### src/rtl/sfo_pkg.sv
package sfo_pkg;

    localparam int PIN_N     = 5;
    localparam int PIN_LINE  = 0;
    localparam int PIN_FRAME = 1;
    localparam int PIN_TMR   = 2;
    localparam int PIN_FOUT  = 3;
    localparam int PIN_BUZ   = 4;

    // pins whose idle level is high
    localparam logic [PIN_N-1:0] IDLE_HIGH_MASK = 5'b01111;

    // bit positions inside the control bytes
    localparam int LINE_EN_BIT  = 4;
    localparam int FRAME_EN_BIT = 3;
    localparam int TMR_EN_BIT   = 2;
    localparam int FOUT_EN_BIT  = 3;
    localparam int FSEL_LSB     = 4;
    localparam int BUZ_EN_BIT   = 0;

    localparam int RATIO_W = 2;
    localparam int FSEL_W  = RATIO_W + 1;
    localparam int CNT_W   = (1 << RATIO_W) - 1;

    typedef enum logic [1:0] {
        DIV_IDLE = 2'd0,
        DIV_ARM  = 2'd1,
        DIV_RUN  = 2'd2
    } div_state_e;

    typedef struct packed {
        logic              line_en;
        logic              frame_en;
        logic              tmr_en;
        logic              fout_en;
        logic [FSEL_W-1:0] fsel;
        logic              buz_en;
    } ctl_t;

endpackage

### src/rtl/sfo_regs.sv
module sfo_regs
    import sfo_pkg::*;
#(
    parameter int          ADDR_W = 8,
    parameter int          DATA_W = 8,
    parameter logic [7:0]  A_LCD  = 8'h10,
    parameter logic [7:0]  A_TMR  = 8'h30,
    parameter logic [7:0]  A_FOUT = 8'h40,
    parameter logic [7:0]  A_BUZ  = 8'h44
) (
    input  logic              clk,
    input  logic              rst_n,
    input  logic              we,
    input  logic [ADDR_W-1:0] addr,
    input  logic [DATA_W-1:0] wdata,
    output logic [DATA_W-1:0] rdata,
    output ctl_t              ctl
);

    localparam logic [ADDR_W-1:0] AD_LCD  = ADDR_W'(A_LCD);
    localparam logic [ADDR_W-1:0] AD_TMR  = ADDR_W'(A_TMR);
    localparam logic [ADDR_W-1:0] AD_FOUT = ADDR_W'(A_FOUT);
    localparam logic [ADDR_W-1:0] AD_BUZ  = ADDR_W'(A_BUZ);

    ctl_t ctl_q;

    always_ff @(posedge clk) begin
        if (!rst_n) begin
            ctl_q <= '0;
        end else if (we) begin
            if (addr == AD_LCD) begin
                ctl_q.line_en  <= wdata[LINE_EN_BIT];
                ctl_q.frame_en <= wdata[FRAME_EN_BIT];
            end
            if (addr == AD_TMR) begin
                ctl_q.tmr_en <= wdata[TMR_EN_BIT];
            end
            if (addr == AD_FOUT) begin
                ctl_q.fout_en <= wdata[FOUT_EN_BIT];
                ctl_q.fsel    <= wdata[FSEL_LSB +: FSEL_W];
            end
            if (addr == AD_BUZ) begin
                ctl_q.buz_en <= wdata[BUZ_EN_BIT];
            end
        end
    end

    always_comb begin
        rdata = '0;
        if (addr == AD_LCD) begin
            rdata[LINE_EN_BIT]  = ctl_q.line_en;
            rdata[FRAME_EN_BIT] = ctl_q.frame_en;
        end else if (addr == AD_TMR) begin
            rdata[TMR_EN_BIT] = ctl_q.tmr_en;
        end else if (addr == AD_FOUT) begin
            rdata[FOUT_EN_BIT]           = ctl_q.fout_en;
            rdata[FSEL_LSB +: FSEL_W]    = ctl_q.fsel;
        end else if (addr == AD_BUZ) begin
            rdata[BUZ_EN_BIT] = ctl_q.buz_en;
        end
    end

    assign ctl = ctl_q;

endmodule

### src/rtl/sfo_clkdiv.sv
module sfo_clkdiv
    import sfo_pkg::*;
(
    input  logic              clk,
    input  logic              rst_n,
    input  logic              osc1,
    input  logic              osc3,
    input  logic              en,
    input  logic [FSEL_W-1:0] sel,
    output logic              gen_out,
    output div_state_e        state_o,
    output logic              rise_o,
    output logic [FSEL_W-1:0] sel_run_o
);

    localparam int SRC_BIT = FSEL_W - 1;

    div_state_e         state_q;
    div_state_e         state_d;
    logic [FSEL_W-1:0]  sel_run_q;
    logic [CNT_W-1:0]   cnt_q;
    logic               osc1_q;
    logic               osc3_q;
    logic               src_now;
    logic               src_prev;
    logic               rise;
    logic               raw;
    logic [RATIO_W-1:0] ratio;

    assign ratio    = sel_run_q[RATIO_W-1:0];
    assign src_now  = sel_run_q[SRC_BIT] ? osc3   : osc1;
    assign src_prev = sel_run_q[SRC_BIT] ? osc3_q : osc1_q;
    assign rise     = src_now & ~src_prev;

    // divided level before the state gate
    always_comb begin
        raw = src_now;
        for (int k = 1; k <= CNT_W; k++) begin
            if (int'(ratio) == k) begin
                raw = ~cnt_q[k-1];
            end
        end
    end

    // state register
    always_ff @(posedge clk) begin
        if (!rst_n) begin
            state_q <= DIV_IDLE;
        end else begin
            state_q <= state_d;
        end
    end

    // next state
    always_comb begin
        state_d = state_q;
        unique case (state_q)
            DIV_IDLE: begin
                if (en) state_d = DIV_ARM;
            end
            DIV_ARM: begin
                if (!en)       state_d = DIV_IDLE;
                else if (rise) state_d = DIV_RUN;
            end
            DIV_RUN: begin
                if (!en)                          state_d = DIV_IDLE;
                else if ((sel != sel_run_q) && raw) state_d = DIV_ARM;
            end
            default: state_d = DIV_IDLE;
        endcase
    end

    // datapath registers
    always_ff @(posedge clk) begin
        if (!rst_n) begin
            sel_run_q <= '0;
            cnt_q     <= '0;
            osc1_q    <= 1'b0;
            osc3_q    <= 1'b0;
        end else begin
            osc1_q <= osc1;
            osc3_q <= osc3;
            if (state_d == DIV_ARM) begin
                sel_run_q <= sel;
            end
            if (rise) begin
                if (state_q == DIV_ARM) begin
                    cnt_q <= '0;
                end else if (state_q == DIV_RUN) begin
                    cnt_q <= cnt_q + 1'b1;
                end
            end
        end
    end

    // outputs
    always_comb begin
        gen_out = 1'b1;
        unique case (state_q)
            DIV_IDLE: gen_out = 1'b1;
            DIV_ARM:  gen_out = 1'b1;
            DIV_RUN:  gen_out = raw;
            default:  gen_out = 1'b1;
        endcase
    end

    assign state_o   = state_q;
    assign rise_o    = rise;
    assign sel_run_o = sel_run_q;

endmodule

### src/rtl/sfo_pinmux.sv
module sfo_pinmux
    import sfo_pkg::*;
#(
    parameter int               N         = PIN_N,
    parameter logic [N-1:0]     IDLE_HIGH = IDLE_HIGH_MASK
) (
    input  logic [N-1:0] data,
    input  logic [N-1:0] sig,
    input  logic [N-1:0] en,
    output logic [N-1:0] pin
);

    for (genvar i = 0; i < N; i++) begin : g_pin
        if (IDLE_HIGH[i]) begin : g_hi
            assign pin[i] = data[i] & (en[i] ? sig[i] : 1'b1);
        end else begin : g_lo
            assign pin[i] = data[i] | (en[i] & sig[i]);
        end
    end

endmodule

### src/rtl/sfo_outmux.sv
module sfo_outmux
    import sfo_pkg::*;
#(
    parameter int         ADDR_W = 8,
    parameter int         DATA_W = 8,
    parameter logic [7:0] A_LCD  = 8'h10,
    parameter logic [7:0] A_TMR  = 8'h30,
    parameter logic [7:0] A_FOUT = 8'h40,
    parameter logic [7:0] A_BUZ  = 8'h44
) (
    input  logic              clk,
    input  logic              rst_n,
    input  logic              bus_we,
    input  logic [ADDR_W-1:0] bus_addr,
    input  logic [DATA_W-1:0] bus_wdata,
    output logic [DATA_W-1:0] bus_rdata,
    input  logic [PIN_N-1:0]  pin_data,
    input  logic              sig_lcd_line,
    input  logic              sig_lcd_frame,
    input  logic              sig_timer,
    input  logic              sig_buzz,
    input  logic              osc1,
    input  logic              osc3,
    output logic [PIN_N-1:0]  pin_out
);

    ctl_t              ctl_w;
    logic              div_out_w;
    div_state_e        div_state_w;
    logic              div_rise_w;
    logic [FSEL_W-1:0] div_sel_run_w;
    logic [PIN_N-1:0]  en_w;
    logic [PIN_N-1:0]  sig_w;

    sfo_regs #(
        .ADDR_W (ADDR_W),
        .DATA_W (DATA_W),
        .A_LCD  (A_LCD),
        .A_TMR  (A_TMR),
        .A_FOUT (A_FOUT),
        .A_BUZ  (A_BUZ)
    ) u_regs (
        .clk   (clk),
        .rst_n (rst_n),
        .we    (bus_we),
        .addr  (bus_addr),
        .wdata (bus_wdata),
        .rdata (bus_rdata),
        .ctl   (ctl_w)
    );

    sfo_clkdiv u_div (
        .clk       (clk),
        .rst_n     (rst_n),
        .osc1      (osc1),
        .osc3      (osc3),
        .en        (ctl_w.fout_en),
        .sel       (ctl_w.fsel),
        .gen_out   (div_out_w),
        .state_o   (div_state_w),
        .rise_o    (div_rise_w),
        .sel_run_o (div_sel_run_w)
    );

    always_comb begin
        en_w            = '0;
        sig_w           = '0;
        en_w[PIN_LINE]  = ctl_w.line_en;
        en_w[PIN_FRAME] = ctl_w.frame_en;
        en_w[PIN_TMR]   = ctl_w.tmr_en;
        en_w[PIN_FOUT]  = ctl_w.fout_en;
        en_w[PIN_BUZ]   = ctl_w.buz_en;
        sig_w[PIN_LINE]  = sig_lcd_line;
        sig_w[PIN_FRAME] = sig_lcd_frame;
        sig_w[PIN_TMR]   = sig_timer;
        sig_w[PIN_FOUT]  = div_out_w;
        sig_w[PIN_BUZ]   = sig_buzz;
    end

    sfo_pinmux #(
        .N         (PIN_N),
        .IDLE_HIGH (IDLE_HIGH_MASK)
    ) u_pins (
        .data (pin_data),
        .sig  (sig_w),
        .en   (en_w),
        .pin  (pin_out)
    );

endmodule

### config.mk
export PLATFORM = sky130hd
export DESIGN_NAME = sfo_outmux
export DESIGN_NICKNAME = d
export VERILOG_FILES = /design/src/rtl/sfo_pkg.sv /design/src/rtl/sfo_regs.sv /design/src/rtl/sfo_clkdiv.sv /design/src/rtl/sfo_pinmux.sv /design/src/rtl/sfo_outmux.sv
export SDC_FILE = /design/constraint.sdc
export NUM_CORES = 1
export LEC_CHECK = 0
export ABC_AREA = 1
export BUFFER_PORTS_ARGS = -buffer_cell sky130_fd_sc_hd__buf_2
export CORE_UTILIZATION = 45
export CTS_BUF_LIST = sky130_fd_sc_hd__clkbuf_4
export CTS_CLUSTER_DIAMETER = 80
export DETAILED_ROUTE_END_ITERATION = 16
export PLACE_DENSITY = 0.75
export SLEW_MARGIN = 20
export SYNTH_ARGS = -nofsm -noshare
export SYNTH_HDL_FRONTEND = slang
export SYNTH_SLANG_ARGS = --single-unit
### constraint.sdc
create_clock -name clk -period 3.2 [get_ports clk]
set_clock_uncertainty 0.15 [all_clocks]
set_input_delay 0.96 -clock clk [delete_from_list [all_inputs] [get_ports clk]]
set_output_delay 0.96 -clock clk [all_outputs]
set_load 0.005 [all_outputs]
### After elaboration in Yosys (flattened, before gate mapping)

Cells that the tools add are included.

* equality and inequality tests: 11
* bitwise operators: 11
* mux-type cells: 28
* reductions and logical operators: 8
* $add $sub $neg: 1

Operators by type and width (number)
* == test 8 x 7 -> 1 bit (second input constant): 2
* two-way mux 1 bit: 16
* two-way mux 2 bit: 7
* AND reduction 2 bit: 5
* == test 8 x 5 -> 1 bit (second input constant): 1
* == test 8 x 6 -> 1 bit (second input constant): 1
* two-way mux 4 bit: 2
* bitwise AND 1 bit: 6
* == test 2 x 1 -> 1 bit (second input constant): 3
* == test 2 bit (second input constant): 3
* two-way mux 3 bit: 2
* case mux 2 bit (3 select lines): 1
* NOT 1 bit: 4
* adder 3 x 1 -> 3 bit (second input constant): 1
* inequality test 3 bit: 1
* logical NOT 2 bit: 1
* nonzero test 2 bit: 1
* logical AND 1 bit: 1
* OR 1 bit: 1

* logic and storage cells: 70
* input bits: 30
* register bits after elaboration: 18
* output and inout bits: 13

### Longest topological paths before layout

* word-level depth: 9
* gate-level depth with buffers: 14
* depth with buffers taken out: 14

### Hierarchy

A second synthesis with hierarchy kept.

* cell total of the unflattened synthesis: 218
* area, all modules: 1350.0 µm²

Modules (own cells, without submodules)
* sfo_clkdiv: seq. area each 200.2 µm², area each 718.2 µm², cells an instance 109, instances 1
* sfo_regs: seq. area each 160.2 µm², area each 555.5 µm², cells an instance 94, instances 1
* sfo_pinmux: seq. area each 0.0 µm², area each 76.3 µm², cells an instance 15, instances 1

### Worst setup path before layout

OpenSTA, ideal clock, no wires.

* path type: input port to output port
* from: input port bus_addr[4]
* to: output port bus_rdata[3]
* path slack: 0.322 ns
* arrival: 1.768 ns
* stages on the path: 5
* required time: 2.090 ns
* cells stage by stage: nor4_1 inv_1 nor2_1 inv_1 o21ai_0

* cells in the longest elaborated chain, start to end: 4
* elaborated cells on any way between the ends: 6
* those cells by class: 3 x eq/ne; 3 x mux

RTL lines
* from (decl): RTL line sfo_outmux.sv:14 `input logic [ADDR_W-1:0] bus_addr,`
* == test 8 x 7 -> 1 bit: RTL line sfo_regs.sv:55 `end else if (addr == AD_FOUT) begin`
* two-way mux 4 bit: RTL line sfo_regs.sv:55
* two-way mux 4 bit: RTL line sfo_regs.sv:53 `end else if (addr == AD_TMR) begin`
* two-way mux 2 bit *: RTL line sfo_regs.sv:50 `if (addr == AD_LCD) begin`
* to (decl): RTL line sfo_outmux.sv:16 `output logic [DATA_W-1:0] bus_rdata,`

Every way passes the cells marked *; elsewhere a longest branch is shown, timed or not.

### Worst setup path after layout

* from: input port bus_addr[4]
* to: output port bus_rdata[5]

The elaborated chain is that of the path after synthesis.

==> metrics.md <==
| Metric | Value |
|---|---|
| Clock root cell | `clkbuf_4` |
| Antenna violations before repair | `0` |
| Req. time, crit path | `2.09 ns` |
| Initial DRC count | `16` |
| Final worst slack | `0.137 ns` |
| Initial DRT Pass Iterations | `4` |
| Core Box Area | `2280 µm²` |
| Clock Sinks | `18` |
| Hold crit path type | `reg2reg` |
| Reg-to-reg critical path endpoint | `u_div.sel_run_o[0]$_SDFFE_PN0N_` |
| Die Span X | `51.8 µm` |
| Clock Path Buffers | `2` |
| Clock share of power | `0.294` |
| Area delta synth->final | `22.4%` |
| Outcome | `finished clean` |
| H-tree depth | `1` |
| Final setup viols | `0` |
| Final Core Density | `0.600` |
| Vias/cell | `4.95` |
| R2R Path Start | `u_div.sel_run_o[2]$_SDFFE_PN0N_` |
| Synth Area in Compound Gates | `0.193` |
| Post-synthesis register bit count | `18` |
| Top FF cell, synth | `dfxtp_1` |
| Largest family of logic cells by synthesized area | `simple AND/OR/NAND/NOR gates` |
| Site Rows | `17` |
| Later-pin clock latency in the skew report | `0.30 ns` |
| XOR/XNOR Fraction of Synth Area | `0` |
| Startpoint types | `input pin` |
| Power share of the combinational group | `0.119` |
| Post-synth EDFFs | `0` |
| Int Power | `292 µW` |
| Path type of the worst setup path | `in2out` |
| I/O Pins | `43` |
| Net Sw Power | `93.4 µW` |
| Port Buffers | `38` |
| Worst ir drop on vdd | `0.179 mV` |
| Residual DRC | `0` |
| Final hold slack | `0.328 ns` |
| Seq pwr share | `0.587` |
| Reg-to-reg setup timing slack | `1.37 ns` |
| Max Freq | `326 MHz` |
| R2R cell count | `10` |
| Final Hold Vio Count | `0` |
| Hpwl dp | `2020 µm` |
| CTS Hold Bufs | `0` |
| Pwr Total | `386 µW` |
| Min Tclk post-route | `3.06 ns` |
| GRT Util Overall | `0.222` |
| Largest net degree at the start of global routing | `16` |
| Power per standard cell area | `282 nW/µm²` |
| Worst Path Arrival | `1.95 ns` |
| DIE HEIGHT | `51.8 µm` |
| Cell Area, Synth | `1110 µm²` |
| Initial core utilization | `0.490` |
| Global-route wire length before repair | `4460 µm` |
| Via Count | `1182` |
| Max-slew violations | `0` |
| Critical path endpoint category | `output pin` |
| Final Instance Area | `1370 µm²` |
| CP max FO | `4` |
| Post-Synth Adder-Cell Area | `0.0561` |
| Worst setup path startpoint | `bus_addr[4]` |
| Ys async rst share | `0` |
| Synth unique cells | `29` |
| GP Congestion | `0.810` |
| Sequential element share of the synthesized area | `0.323` |
| CTS tree | `built` |
| Share of cells above drive strength 1 | `0.251` |
| Static Leakage | `0.673 nW` |
| Period utilization | `0.957` |
| Final ANT Viol Nets | `0` |
| Post-Syn Instances | `171` |
| Syn avg cell area | `6.52 µm²` |
| Total grt overflow | `0` |
| TritonCTS Buffers | `3` |
| Total number of yosys warnings | `0` |
| CP endpoint | `bus_rdata[5]` |
| Vias in the first global route | `1143` |
| Switching Fraction | `0.242` |
| # diodes | `0` |
| Clock slew at reported path FFs | `0.09 ns` |
| DP Worst Slack | `0.0687 ns` |
| Avg WL per Cell | `10.4 µm` |
| Total Nets Final | `248` |
| DRT Wirelength | `2490 µm` |
| Die area | `2680 µm²` |
| Max cap viols | `0` |
| Mux share of post-synthesis cell area | `0` |
| Placed inst area | `1330 µm²` |
| Post-synthesis simple-gate area fraction | `0.282` |
critical path: stages:
cell and delay, ns:
buf_2 0.12, nor4_2 0.29, inv_1 0.07, nor2_1 0.12
inv_1 0.09, nor3_1 0.16, buf_2 0.14
power groups by stage:
stage	clock, mW	sequential (mW)	combinational [mW]
after floorplan	0	0.231	0.0218
after global placement	0	0.232	0.0431
after detailed placement	0	0.232	0.0449
after CTS	0.117	0.227	0.0450
after global routing	0.124	0.227	0.0524
final	0.113	0.226	0.0457
worst min-delay path by stage:
stage | start | to | cells after the start
2_1_floorplan | u_regs.ctl[0]$_SDFFE_PN0P_ | u_regs.ctl[0]$_SDFFE_PN0P_ | 2
3_3_place_gp | u_regs.ctl[0]$_SDFFE_PN0P_ | u_regs.ctl[0]$_SDFFE_PN0P_ | 2
3_5_place_dp | u_regs.ctl[0]$_SDFFE_PN0P_ | u_regs.ctl[0]$_SDFFE_PN0P_ | 2
4_1_cts | u_regs.ctl[0]$_SDFFE_PN0P_ | u_regs.ctl[0]$_SDFFE_PN0P_ | 2
5_1_grt | u_div.cnt_q[2]$_SDFFE_PN0P_ | u_div.cnt_q[2]$_SDFFE_PN0P_ | 2
6_report | u_regs.ctl[0]$_SDFFE_PN0P_ | u_regs.ctl[0]$_SDFFE_PN0P_ | 2
metrics by stage:
step,std cells,TNS [ns]
3_5_place_dp,236,0
6_report,239,0
5_1_grt,239,-0.0141
4_1_cts,239,0
3_3_place_gp,236,0
2_1_floorplan,172,0
cell type report:
type	count	area [µm²]
flip-flops and latches	18	360
multi-input cells	114	611
inverters	37	139
well taps	28	35.0
repair buffers	39	198
clock buffers	3	22.5
fillers	224	911
state kept, by name, summed over array words and instances (netlist names):
signal / count
u_regs.ctl: 8
u_div.cnt_q: 3
u_div.osc1_q: 1
u_div.osc3_q: 1
u_div.state_o: 2
u_div.sel_run_o: 3
logic make-up after synthesis:
kind of cell / Yosys count
AO/OA/AOI/OAI: 35
adder cells (fa/ha/maj): 5
buffers and inverters: 40
flip-flops: 18
other: 1
AND/OR/NAND/NOR: 72
what timing repair did:
item	CTS	global route
endpoints found under the setup margin	0	4
gates resized for setup	0	2
setup buffers	0	0
layout by cell type (no fill, tap or decap), types with 5 or more instances in the layout:
cell type,instances
a21oi_1,11
buf_2,38
dfxtp_1,18
ha_1,5
inv_1,35
nand2_1,31
nand3_1,8
nor2_1,19
o21ai_0,12
metal layers:
layer | wire length [µm] | global-route usage
met1 | 1120 | 0.241
met2 | 1250 | 0.424
met3 | 78 | 0.0322
met4 | 44 | 0.0856
met5 | 0 | 0
cell usage after synthesis (all sizes together) (2+ instances only):
| cell | number | area, µm² |
|---|---|---|
| inv | 37 | 139 |
| nand3 | 9 | 50.1 |
| nor2 | 20 | 77.6 |
| nand4 | 3 | 18.8 |
| nand2 | 34 | 135 |
| nor3 | 4 | 20.0 |
| o21ai | 14 | 70.1 |
| a21oi | 13 | 80.1 |
| dfxtp | 18 | 360 |
| ha | 5 | 62.6 |
| buf | 3 | 20.0 |
| a21boi | 2 | 15.0 |
(Power assumes the default switching activity.)
